## src/rtl/sdram_dualport_ctrl.sv

```systemverilog
`timescale 1ns/1ps
module sdram_dualport_ctrl #(
  parameter int DATA_W    = 16,
  parameter int BANK_W    = 1,
  parameter int ROW_W     = 11,
  parameter int COL_W     = 8,
  parameter int CAS_LAT   = 2,
  parameter int TRCD_NOPS = 1,
  parameter int TRP_NOPS  = 2,
  parameter int ADDR_W    = BANK_W + ROW_W + COL_W
) (
  input  logic                  clk,
  input  logic                  rst_n,
  input  logic                  wr_req,
  input  logic [ADDR_W-1:0]     wr_addr,
  input  logic [DATA_W-1:0]     wr_data,
  output logic                  wr_grant,
  input  logic                  rd_req,
  input  logic [ADDR_W-1:0]     rd_addr,
  output logic                  rd_grant,
  output logic [DATA_W-1:0]     rd_data,
  output logic                  rd_valid,
  output logic [2:0]            sd_cmd,
  output logic [BANK_W-1:0]     sd_ba,
  output logic [ROW_W-1:0]      sd_a,
  output logic [DATA_W/8-1:0]   sd_dqm,
  output logic [DATA_W-1:0]     sd_dq_out,
  output logic                  sd_dq_oe,
  input  logic [DATA_W-1:0]     sd_dq_in
);
  localparam int BR_W    = BANK_W + ROW_W;
  localparam int RD_LAT  = CAS_LAT + 2;
  localparam int CNT_MAX = (TRCD_NOPS > TRP_NOPS) ? TRCD_NOPS : TRP_NOPS;
  localparam int CNT_W   = $clog2(CNT_MAX + 1) + 1;
  localparam logic [2:0] CMD_NOP = 3'b111;
  localparam logic [2:0] CMD_ACT = 3'b011;
  localparam logic [2:0] CMD_RD  = 3'b101;
  localparam logic [2:0] CMD_WR  = 3'b100;
  localparam logic [2:0] CMD_PRE = 3'b010;
  localparam logic [ROW_W-1:0] A_ALLBANKS = ROW_W'(1024);

  typedef enum logic [1:0] {S_IDLE, S_AWAIT, S_COL, S_PWAIT} state_t;

  state_t             state;
  logic [CNT_W-1:0]   cnt;
  logic               own_rd, last_rd;
  logic [BR_W-1:0]    open_br;
  logic [RD_LAT-1:0]  vpipe;
  logic [ROW_W-1:0]   col_a;

  wire              pick_rd   = rd_req & (~wr_req | ~last_rd);
  wire [ADDR_W-1:0] idle_addr = pick_rd ? rd_addr : wr_addr;
  wire              own_req   = own_rd ? rd_req : wr_req;
  wire [ADDR_W-1:0] own_addr  = own_rd ? rd_addr : wr_addr;
  wire              hit       = own_req && (own_addr[ADDR_W-1:COL_W] == open_br);
  wire              col_go    = (state == S_COL) && hit;

  assign wr_grant = col_go & ~own_rd;
  assign rd_grant = col_go & own_rd;
  assign rd_valid = vpipe[RD_LAT-1];

  always_comb begin
    col_a = '0;
    col_a[COL_W-1:0] = own_addr[COL_W-1:0];
  end

  always_ff @(posedge clk) begin
    if (!rst_n) begin
      state     <= S_IDLE;
      cnt       <= '0;
      own_rd    <= 1'b0;
      last_rd   <= 1'b1;
      open_br   <= '0;
      vpipe     <= '0;
      rd_data   <= '0;
      sd_cmd    <= CMD_NOP;
      sd_ba     <= '0;
      sd_a      <= '0;
      sd_dqm    <= '1;
      sd_dq_out <= '0;
      sd_dq_oe  <= 1'b0;
    end else begin
      sd_cmd   <= CMD_NOP;
      sd_ba    <= '0;
      sd_a     <= '0;
      sd_dqm   <= '1;
      sd_dq_oe <= 1'b0;
      vpipe    <= {vpipe[RD_LAT-2:0], rd_grant};
      rd_data  <= sd_dq_in;
      case (state)
        S_IDLE: if (wr_req | rd_req) begin
          sd_cmd  <= CMD_ACT;
          sd_ba   <= idle_addr[ADDR_W-1 -: BANK_W];
          sd_a    <= idle_addr[COL_W +: ROW_W];
          open_br <= idle_addr[ADDR_W-1:COL_W];
          own_rd  <= pick_rd;
          last_rd <= pick_rd;
          if (TRCD_NOPS == 0) state <= S_COL;
          else begin
            state <= S_AWAIT;
            cnt   <= CNT_W'(TRCD_NOPS - 1);
          end
        end
        S_AWAIT: if (cnt == '0) state <= S_COL; else cnt <= cnt - 1'b1;
        S_COL: if (hit) begin
          sd_cmd    <= own_rd ? CMD_RD : CMD_WR;
          sd_ba     <= open_br[BR_W-1 -: BANK_W];
          sd_a      <= col_a;
          sd_dqm    <= '0;
          sd_dq_oe  <= ~own_rd;
          sd_dq_out <= wr_data;
        end else begin
          sd_cmd <= CMD_PRE;
          sd_a   <= A_ALLBANKS;
          if (TRP_NOPS == 0) state <= S_IDLE;
          else begin
            state <= S_PWAIT;
            cnt   <= CNT_W'(TRP_NOPS - 1);
          end
        end
        S_PWAIT: if (cnt == '0) state <= S_IDLE; else cnt <= cnt - 1'b1;
        default: state <= S_IDLE;
      endcase
    end
  end


  grant_cmd_chk: assert property (@(posedge clk) disable iff (!rst_n)
    (wr_grant | rd_grant) |=> (sd_cmd == CMD_RD || sd_cmd == CMD_WR));

  one_grant_chk: assert property (@(posedge clk) disable iff (!rst_n)
    !(wr_grant && rd_grant));

  dqm_cmd_chk: assert property (@(posedge clk) disable iff (!rst_n)
    (sd_dqm != '1) |-> (sd_cmd == CMD_RD || sd_cmd == CMD_WR));

  oe_wr_chk: assert property (@(posedge clk) disable iff (!rst_n)
    sd_dq_oe |-> (sd_cmd == CMD_WR));

  pre_a10_chk: assert property (@(posedge clk) disable iff (!rst_n)
    (sd_cmd == CMD_PRE) |-> sd_a[10]);

  col_a10_chk: assert property (@(posedge clk) disable iff (!rst_n)
    (sd_cmd == CMD_RD || sd_cmd == CMD_WR) |-> !sd_a[10]);

  if (TRCD_NOPS > 0) begin : g_act_gap

    act_nop_chk: assert property (@(posedge clk) disable iff (!rst_n)
      (sd_cmd == CMD_ACT) |=> (sd_cmd == CMD_NOP));
  end
  if (TRP_NOPS > 0) begin : g_pre_gap

    pre_nop_chk: assert property (@(posedge clk) disable iff (!rst_n)
      (sd_cmd == CMD_PRE) |=> (sd_cmd == CMD_NOP));
  end
endmodule

```

## config.mk

```make
export PLATFORM = sky130hd
export DESIGN_NAME = sdram_dualport_ctrl
export DESIGN_NICKNAME = d
export VERILOG_FILES = /design/src/rtl/sdram_dualport_ctrl.sv
export SDC_FILE = /design/constraint.sdc
export NUM_CORES = 1
export LEC_CHECK = 0
export BUFFER_PORTS_ARGS = -buffer_cell sky130_fd_sc_hd__buf_2
export CAP_MARGIN = 5
export CORE_MARGIN = 5
export CORE_UTILIZATION = 45
export CTS_BUF_LIST = sky130_fd_sc_hd__clkbuf_8
export DETAILED_ROUTE_END_ITERATION = 6
export HOLD_SLACK_MARGIN = 0.1
export PLACE_DENSITY = 0.76
export SYNTH_ARGS = -nofsm -noshare
export SYNTH_HDL_FRONTEND = slang
export SYNTH_SLANG_ARGS = --single-unit
```

## constraint.sdc

```tcl
create_clock -name clk -period 7.4 [get_ports clk]
set_clock_uncertainty 0.05 [all_clocks]
set_input_delay 1.85 -clock clk [delete_from_list [all_inputs] [get_ports clk]]
set_output_delay 1.85 -clock clk [all_outputs]
set_load 0.02 [all_outputs]
```

Word-level counts from Yosys, hierarchy flattened
Cells that the tools add are included.
Storage, ports and cells
  register bits: 73
  bits in latches: 0
  bits in writable memories: 0
  ROM bits: 0
  input bits: 76
  output and inout bits: 53
  word-level logic and storage cells: 65
  memories: 0
Operators by class
  add/sub/neg operators: 1
  multiply operators: 0
  div/mod/pow operators: 0
  magnitude comparators: 0
  eq/ne operators: 9
  shift operators: 0
  muxes and demuxes: 23
  bitwise logic cells: 8
  reductions and logical operators: 11
Operators by type and width (number)
  $mux 20: 2
  $mux 11: 2
  $pmux 11 s2: 1
  $mux 3: 5
  $eq 12x12->1: 1
  $mux 2: 5
  $ne 2x2->1 const B: 5
  $pmux 3 s3: 1
  $pmux 2 s4: 1
  $pmux 3 s2: 1
  $reduce_and 2->1: 3
  $reduce_and 3->1: 2
  $eq 2x2->1 const B: 2
  $mux 1: 4
  $reduce_and 4->1: 1
  $and 1x1->1: 3
  $logic_not 3->1: 1
  $not 1->1: 3
  $sub 3x1->3 const B: 1
  $eq 2x1->1 const B: 1
  $logic_and 1x1->1: 2
  $logic_not 2->1: 1
  $or 1x1->1: 2
  $pmux 1 s2: 1
  $reduce_or 2->1: 1

Logic depth before layout (Yosys ltp)
Gate-level depths: netlist of the first run.
  depth after elaboration: 6
  depth in mapped cells: 10
  mapped depth without buffers: 7

Worst setup path before layout of the first run
OpenSTA, ideal clock, no wires.
  path kind: input to output
  start point: input wr_addr[17]
  end point: output wr_grant
  data arrival time: 3.542 ns
  setup slack: 1.958 ns
  stages: 5
  buffers on the path: 0
  cells stage by stage: nand2b_1 mux4_2 or3_1 nor4_2 nor2b_1
On the way
  cells in the longest elaborated chain, start to end: 5
RTL lines
  start: declaration: RTL line 15  | input logic [ADDR_W-1:0] wr_addr,
  $mux 20: RTL line 54  | wire [ADDR_W-1:0] own_addr = own_rd ? rd_addr : wr_addr;
  $eq 12x12->1: RTL line 55  | wire hit = own_req && (own_addr[ADDR_W-1:COL_W] == open_br);
  $logic_and 1x1->1: RTL line 55
  $logic_and 1x1->1: RTL line 56  | wire col_go = (state == S_COL) && hit;
  $and 1x1->1: RTL line 58  | assign wr_grant = col_go & ~own_rd;
  end: declaration: RTL line 17  | output logic wr_grant,
No other way between the ends.

Worst setup path in the final report of the first run
  start point: input rd_addr[17]
  end point: output rd_grant
On the way
  cells in the longest elaborated chain, start to end: 5
RTL lines
  start: declaration: RTL line 19  | input logic [ADDR_W-1:0] rd_addr,
  $mux 20: RTL line 54
  $eq 12x12->1: RTL line 55
  $logic_and 1x1->1: RTL line 55
  $logic_and 1x1->1: RTL line 56
  $and 1x1->1: RTL line 59  | assign rd_grant = col_go & own_rd;
  end: declaration: RTL line 20  | output logic rd_grant,
No other way between the ends.

==> summary.txt, run 1 <==
Clocking
  – H-tree levels: 3
  – Clock tree root driver cell: clkbuf_8
  – CTS tree: built
  – Max clock buf depth: 2
  – Cts hold-fix bufs: 0
  – Post-CTS sizing: 0
  – Clock transition at path regs: approximately 0.070 ns
  – Setup repair bufs after CTS: 0
  – CTS Buf Count: 9
  – Clock latency on the worst-skew pair: roughly 0.33 ns
  – Sink Count: a little over 70

Global route
  – Antenna violations before repair: 0
  – GRT overflow: 0
  – Vias in the first global route: roughly 2500
  – Met2 Use GR: approximately 26%
  – Most Crowded Layer GR: met2
  – First-pass GRT wire length: 11.3 mm
  – Largest net degree at the start of global routing: 62
  – Met3 GRT Util: 3.82%
  – Global Route Usage Sum: between 10% and 20%
  – GR Util met1: between 20% and 30%

Yosys
  – Post-synthesis sequential area ratio: a little under half
  – Cells after synthesis: between 300 and 400
  – Syn nets: roughly 390
  – Synth cell types: 41
  – Post-synthesis compound-gate area fraction: around 7.3%
  – EDFF count, synth: 0
  – Synthesized area: ~0.003 sq mm
  – Seq cells post-synth: 72
  – Synth warn: 0
  – Syn avg cell area: around 10 sq um
  – Asr flop ratio synth: 0%
  – Top cells by count, synth: dfxtp_1, mux2i_1, nor2b_1
  – Largest family of logic cells by synthesized area: simple AND/OR/NAND/NOR gates
  – Multiplexer share of the synthesized area: between 10% and 20%
  – Most frequent cell after synthesis: dfxtp_1
  – Area leader, netlist: dfxtp_1
  – Top post-synthesis cells by area: dfxtp_1, mux2i_1, nor2b_1, and2_1, a21oi_1
  – Xor-xnor portion of the synthesized cell area: between 3 and 4%
  – Most used DFF post-synth: dfxtp_1
  – Simple-Gate Fraction of Synth Area: between 10% and 20%
  – Post-synth top area share: 47.0%
  – Post-synthesis adder-cell area fraction: 2.45%

STA
  – Final setup margin: approximately 1.7 ns
  – Slew @ Worst Pin: roughly 0.88 ns
  – Crit path time final: 5.70 ns
  – Fin. Hold Viols: 0
  – RSZ-0062 raised after global routing: no
  – Slew Limit Fails: 0
  – Highest Clock Rate: 175 MHz
  – Final Setup Violations: 0
  – Setup_tns: 0 ns
  – Slew HR: between 40 and 50%
  – Crit share post-route: 77.0%

Job
  – Max-Cap Viols: 0

Die
  – # rows: 30
  – Die width: 92.6 um
  – Initial Util: between 40% and 50%
  – Ports: between 100 and 150
  – Die area: approximately 0.0086 sq mm
  – Core Region: about 0.0067 sq mm
  – Die Height: between 90 and 100 um

Detailed routing
  – Routed len/inst: roughly 14 um
  – Via count: 2566
  – Drc violations: 0
  – Post-Route WL: about 7.0 mm
  – Drt initial violations: 74
  – Vias/cell: around 5
  – DRT antenna net count: 0
  – First-pass DRT Iterations: 4

Setup path
  – Worst Setup End Kind: output pin
  – Setup CP Type: in -> out
  – Flop-to-flop setup slack: 4.24 ns
  – Worst-path fanout max: 5
  – Crit path from: rd_addr[17]
  – R2R depth: 8
  – Data arrival, critical path: around 3.8 ns
  – Reg-to-reg startpoint: own_rd$_SDFFE_PN0P_
  – Worst R2R End: cnt[2]$_SDFFE_PN0P_
  – Critical path launch point type: input port
  – Worst Path Required: roughly 5.5 ns

Place
  – Placed cells: between 500 and 600
  – Pre-CTS setup slack: approximately 1.7 ns
  – I/O Buffers: 128
  – GPL Wtd Cong: around 0.82
  – Hpwl dp: 5.21 mm

Min path
  – End of the worst hold path: vpipe[1]$_SDFF_PN0_
  – Hold wc startpoint: vpipe[0]$_SDFF_PN0_
  – Hold depth: 1
  – Hold Path Class: reg -> reg

Power and ir drop
  – Peak VDD IR: approximately 0.00013 V
  – PwrDens: 281 mW/mm^2
  – Leakage: between 1.5 and 2 nW
  – Tot Pwr: approximately 1.1 mW

Cells and area
  – Area Growth Syn to Fin: 30.1%
  – Layout cells sized above 1: 36.9%
  – Final core utilization: roughly 59%
  – Number of diodes: 0
  – Final net count: between 500 and 600
  – Non-Filler Instances: about 520

Outcome
  – Status: finished clean
-- report_power, final --
group	internal, mW	switching (mW)
Combinational	0.132	0.184
Sequential	0.438	0.0321
Clock	0.198	0.139
-- placed cells by master, fill, tap and decap left out, types with 5 or more instances in the layout --
cell	count
mux2_2	8
buf_2	128
xor2_1	7
mux2i_1	41
nor2b_1	29
dfxtp_1	72
and2_1	20
buf_4	5
clkbuf_8	10
inv_1	5
nor2_1	28
o21ai_0	5
ha_1	6
nand2_1	10
a21oi_1	21
-- metal layers --
layer / share of wire, % / vias to the layer above
li1: - / 1296
met1: 46 / 1169
met2: 47 / 90
met3: 5.8 / 11
met4: 1.5 / 0
met5: 0 / -
-- worst max-delay path, cell delays in order --
cell,delay (ns)
buf_2,0.11
nand2b_1,0.14
mux4_2,0.45
or3_1,0.41
nor4_2,0.47
and2_1,0.21
buf_2,0.17
-- cells by family (layout without fill, tap and decap cells) --
logic type,after synthesis,after routing
xor gates and xnor gates,11,11
muxes,50,50
DFF,72,72
AOI/OAI and AO/OA,38,38
and+or+nand+nor,109,109
buffers and inverters,21,153
adders and majority gates,6,6
-- worst max path at each step --
stage,end,slack [ns],depth (start not counted)
floorplan,wr_grant,1.96,5
global placement,rd_grant,1.69,7
detailed placement,rd_grant,1.68,7
CTS,rd_grant,1.68,7
global route,rd_grant,1.53,7
finish,rd_grant,1.70,7
-- through the flow --
step / hold slack (ns) / cell area, sq um
5_1_grt: 0.411 / 3990
2_1_floorplan: 0.362 / 3070
3_3_place_gp: 0.367 / 3770
6_report: 0.383 / 3990
3_5_place_dp: 0.371 / 3770
4_1_cts: 0.387 / 3990
-- layout make-up --
class,count,area (sq um)
Tap cell,80,100
Multi-Input combinational cell,214,1540
Fill cell,606,2730
Timing Repair Buffer,133,678
Clock buffer,10,138
Clock inverter,6,82.6
Sequential cell,72,1440
Inverter,4,15.0
-- state kept, by name (all words and copies together) (netlist names), 2 cells and up --
signal and cells:
sd_cmd 3, state 2, sd_a 11, vpipe 4
rd_data 16, sd_dq_out 16, cnt 3, open_br 12
Note: power is estimated with default switching activity, not from simulation.
==> inputs of run 2 (changes only) <==
Clock period 7.4 ns to 5.4 ns, I/O delays scaled along.
==> run 2 against run 1 <==
  * Clock-buffer cell count unchanged
  * Final area up 1.0%
  * Total power up 43%
  * Via count down 0.66%
  * Non-clock buffer count up 1
  * Worst setup slack worse by 0.89 ns
  * Sequential power up 37%
  * Global-route usage up 0.57 points
  * Register-to-register slack worse by 2.1 ns
  * Wire length up 1.6%
==> summary.txt, run 2 (same netlist as run 1, synthesis figures left out) <==
STA
  – Crit share post-route: a little over four fifths
  – Highest Clock Rate: between 200 and 250 MHz
  – Final Setup Violations: 0 (unchanged)
  – Fin. Hold Viols: 0 (unchanged)
  – Slew @ Worst Pin: 0.860 ns (-0.0187 ns)
  – RSZ-0062 raised after global routing: no
  – Setup_tns: 0 ns (unchanged)
  – Slew Limit Fails: 0 (unchanged)
  – Crit path time final: 4.59 ns
  – Final setup margin: 0.813 ns (-0.886 ns)
  – Slew HR: 42.7% (+1.2 points)

Global route
  – GRT overflow: 0 (unchanged)
  – Global Route Usage Sum: 17.1% (+0.57 points)
  – Antenna violations before repair: 0 (unchanged)
  – First-pass GRT wire length: 11.6 mm (+2.5%)
  – Largest net degree at the start of global routing: 62 (unchanged)
  – Vias in the first global route: 2547 (+0.83%)

Place
  – Hpwl dp: 5.24 mm (+0.48%)
  – Post-DP Area: 0.00378 sq mm (+0.20%)
  – Pre-CTS setup slack: 0.800 ns (-0.876 ns)
  – GPL Wtd Cong: 0.811 (-1.6%)
  – Placed cells: 504 (+0.20%)
  – I/O Buffers: 128 (unchanged)

Power and ir drop
  – PwrDens: 397 mW/mm^2 (+41%)
  – Combinational power share: 27.2% (-0.9 points)
  – Leakage: 1.83 nW (+0.59%)
  – Switching power of the nets: 0.498 mW (+40%)
  – Peak VDD IR: 0.000211 V (+67%)
  – Clock Power Share: 32.6% (+2.6 points)
  – Net Sw Frac: 31.1% (-0.53 points)
  – Int Power: 1.10 mW (+44%)
  – Sequential power share: 40.2% (-1.6 points)

Die
  – Die Height: 92.6 um (unchanged)
  – Ports: 129 (unchanged)
  – Initial Util: 45.7% (unchanged)
  – Core Region: 0.00672 sq mm (unchanged)
  – # rows: 30 (unchanged)
  – Die width: 92.6 um (unchanged)
  – Die area: 0.00857 sq mm (unchanged)

Cells and area
  – Non-Filler Instances: 520 (+0.19%)
  – Multi-input logic area: 0.00154 sq mm (unchanged)
  – Largest registers: rd_data (16), sd_dq_out (16), open_br (12)
  – Final net count: 517 (+0.19%)
  – Leading cell type in the layout, fill and taps excluded: buf_2
  – Design Area, Final: 0.00403 sq mm (+1.0%)
  – Number of diodes: 0 (unchanged)
  – Fill cells: 599 (-1.2%)
  – Most frequent cells in the layout: buf_2, dfxtp_1, mux2i_1, nor2b_1, nor2_1
  – Area Growth Syn to Fin: 31.4%
  – Layout cells sized above 1: 37.3% (+0.37 points)
  – Sequential cell area: 0.00144 sq mm (unchanged)

Detailed routing
  – Drt initial violations: 51 (-31%)
  – Routed len/inst: 13.7 um (+1.4%)
  – Via count: 2549 (-0.66%)
  – Vias/cell: 4.90 (-0.85%)
  – Drc violations: 0 (unchanged)
  – DRT antenna net count: 0 (unchanged)
  – Post-Route WL: 7.12 mm (+1.6%)
  – First-pass DRT Iterations: 7 (+3)

Clocking
  – Clock latency on the worst-skew pair: 0.33 ns (about the same)
  – Cts hold-fix bufs: 0 (unchanged)
  – H-tree levels: 3 (unchanged)
  – Sink Count: 72 (unchanged)
  – CTS tree: built
  – Post-CTS sizing: 0 (unchanged)
  – Clock transition at path regs: 0.07 ns (about the same)
  – Setup repair bufs after CTS: 0 (unchanged)
  – Max clock buf depth: 2 (unchanged)
  – Clock tree root driver cell: clkbuf_8
  – CTS Buf Count: 9 (unchanged)

Setup path
  – Worst-path fanout max: 5 (unchanged)
  – Data arrival, critical path: 3.19 ns (-0.61 ns)
  – Worst Setup End Kind: output pin
  – Worst Path Required: 4.00 ns (-1.50 ns)
  – Critical path launch point type: input port
  – Setup CP Type: in -> out

Job
  – Max-Cap Viols: 0 (unchanged)

Min path
  – Hold Path Class: reg -> reg

Outcome
  – Status: finished clean
## run 2: worst paths after layout
check | depth (start not counted) | slack [ns] | to | from
max | 8 | 0.81 | rd_grant | wr_addr[17]
min | 1 | 0.39 | vpipe[2]$_SDFF_PN0_ | vpipe[1]$_SDFF_PN0_
min reg2reg | 1 | 0.39 | vpipe[2]$_SDFF_PN0_ | vpipe[1]$_SDFF_PN0_
max reg2reg | 8 | 2.11 | cnt[2]$_SDFFE_PN0P_ | own_rd$_SDFFE_PN0P_
## run 2: routing by layer
metal	vias to the layer above	track usage [%]	part of all wire, %
met5	-	0	0
met4	0	8.04	1.5
met3	11	4.22	7.0
met2	85	27.1	47
met1	1153	21.7	45
li1	1300	-	-
## run 2: final cells by class
class                      instances  area share, %
multi-input combinational        214           38.1
sequential                        72           35.8
timing repair buffer             134           17.0
clock buffer                      10           3.42
clock inverter                     6           2.86
tap                               80           2.48
inverter                           4          0.373
## run 2: power by group through the flow
| stage | sequential (mW) | combinational (mW) | clock, mW |
|---|---|---|---|
| after global placement | 0.652 | 0.424 | 0 |
| after detailed placement | 0.655 | 0.436 | 0 |
| after floorplan | 0.681 | 0.269 | 0 |
| final | 0.643 | 0.436 | 0.522 |
| after CTS | 0.643 | 0.437 | 0.536 |
| after global routing | 0.651 | 0.483 | 0.563 |
## run 2: worst max-delay path, cell delays in order
cell and delay (ns):
buf_2 0.11, nand2b_1 0.14, mux4_2 0.45, or3_1 0.41, nor4_2 0.26, buf_4 0.17
and2_1 0.13, buf_2 0.16
## run 2: stage by stage
| step | hold slack, ns | utilization (%) | power, mW |
|---|---|---|---|
| floorplan | 0.362 | - | 0.950 |
| global placement | 0.365 | 56.2 | 1.08 |
| detailed placement | 0.369 | 56.2 | 1.09 |
| CTS | 0.389 | 60.0 | 1.62 |
| global route | 0.398 | 60.0 | 1.70 |
| finish | 0.387 | 60.0 | 1.60 |
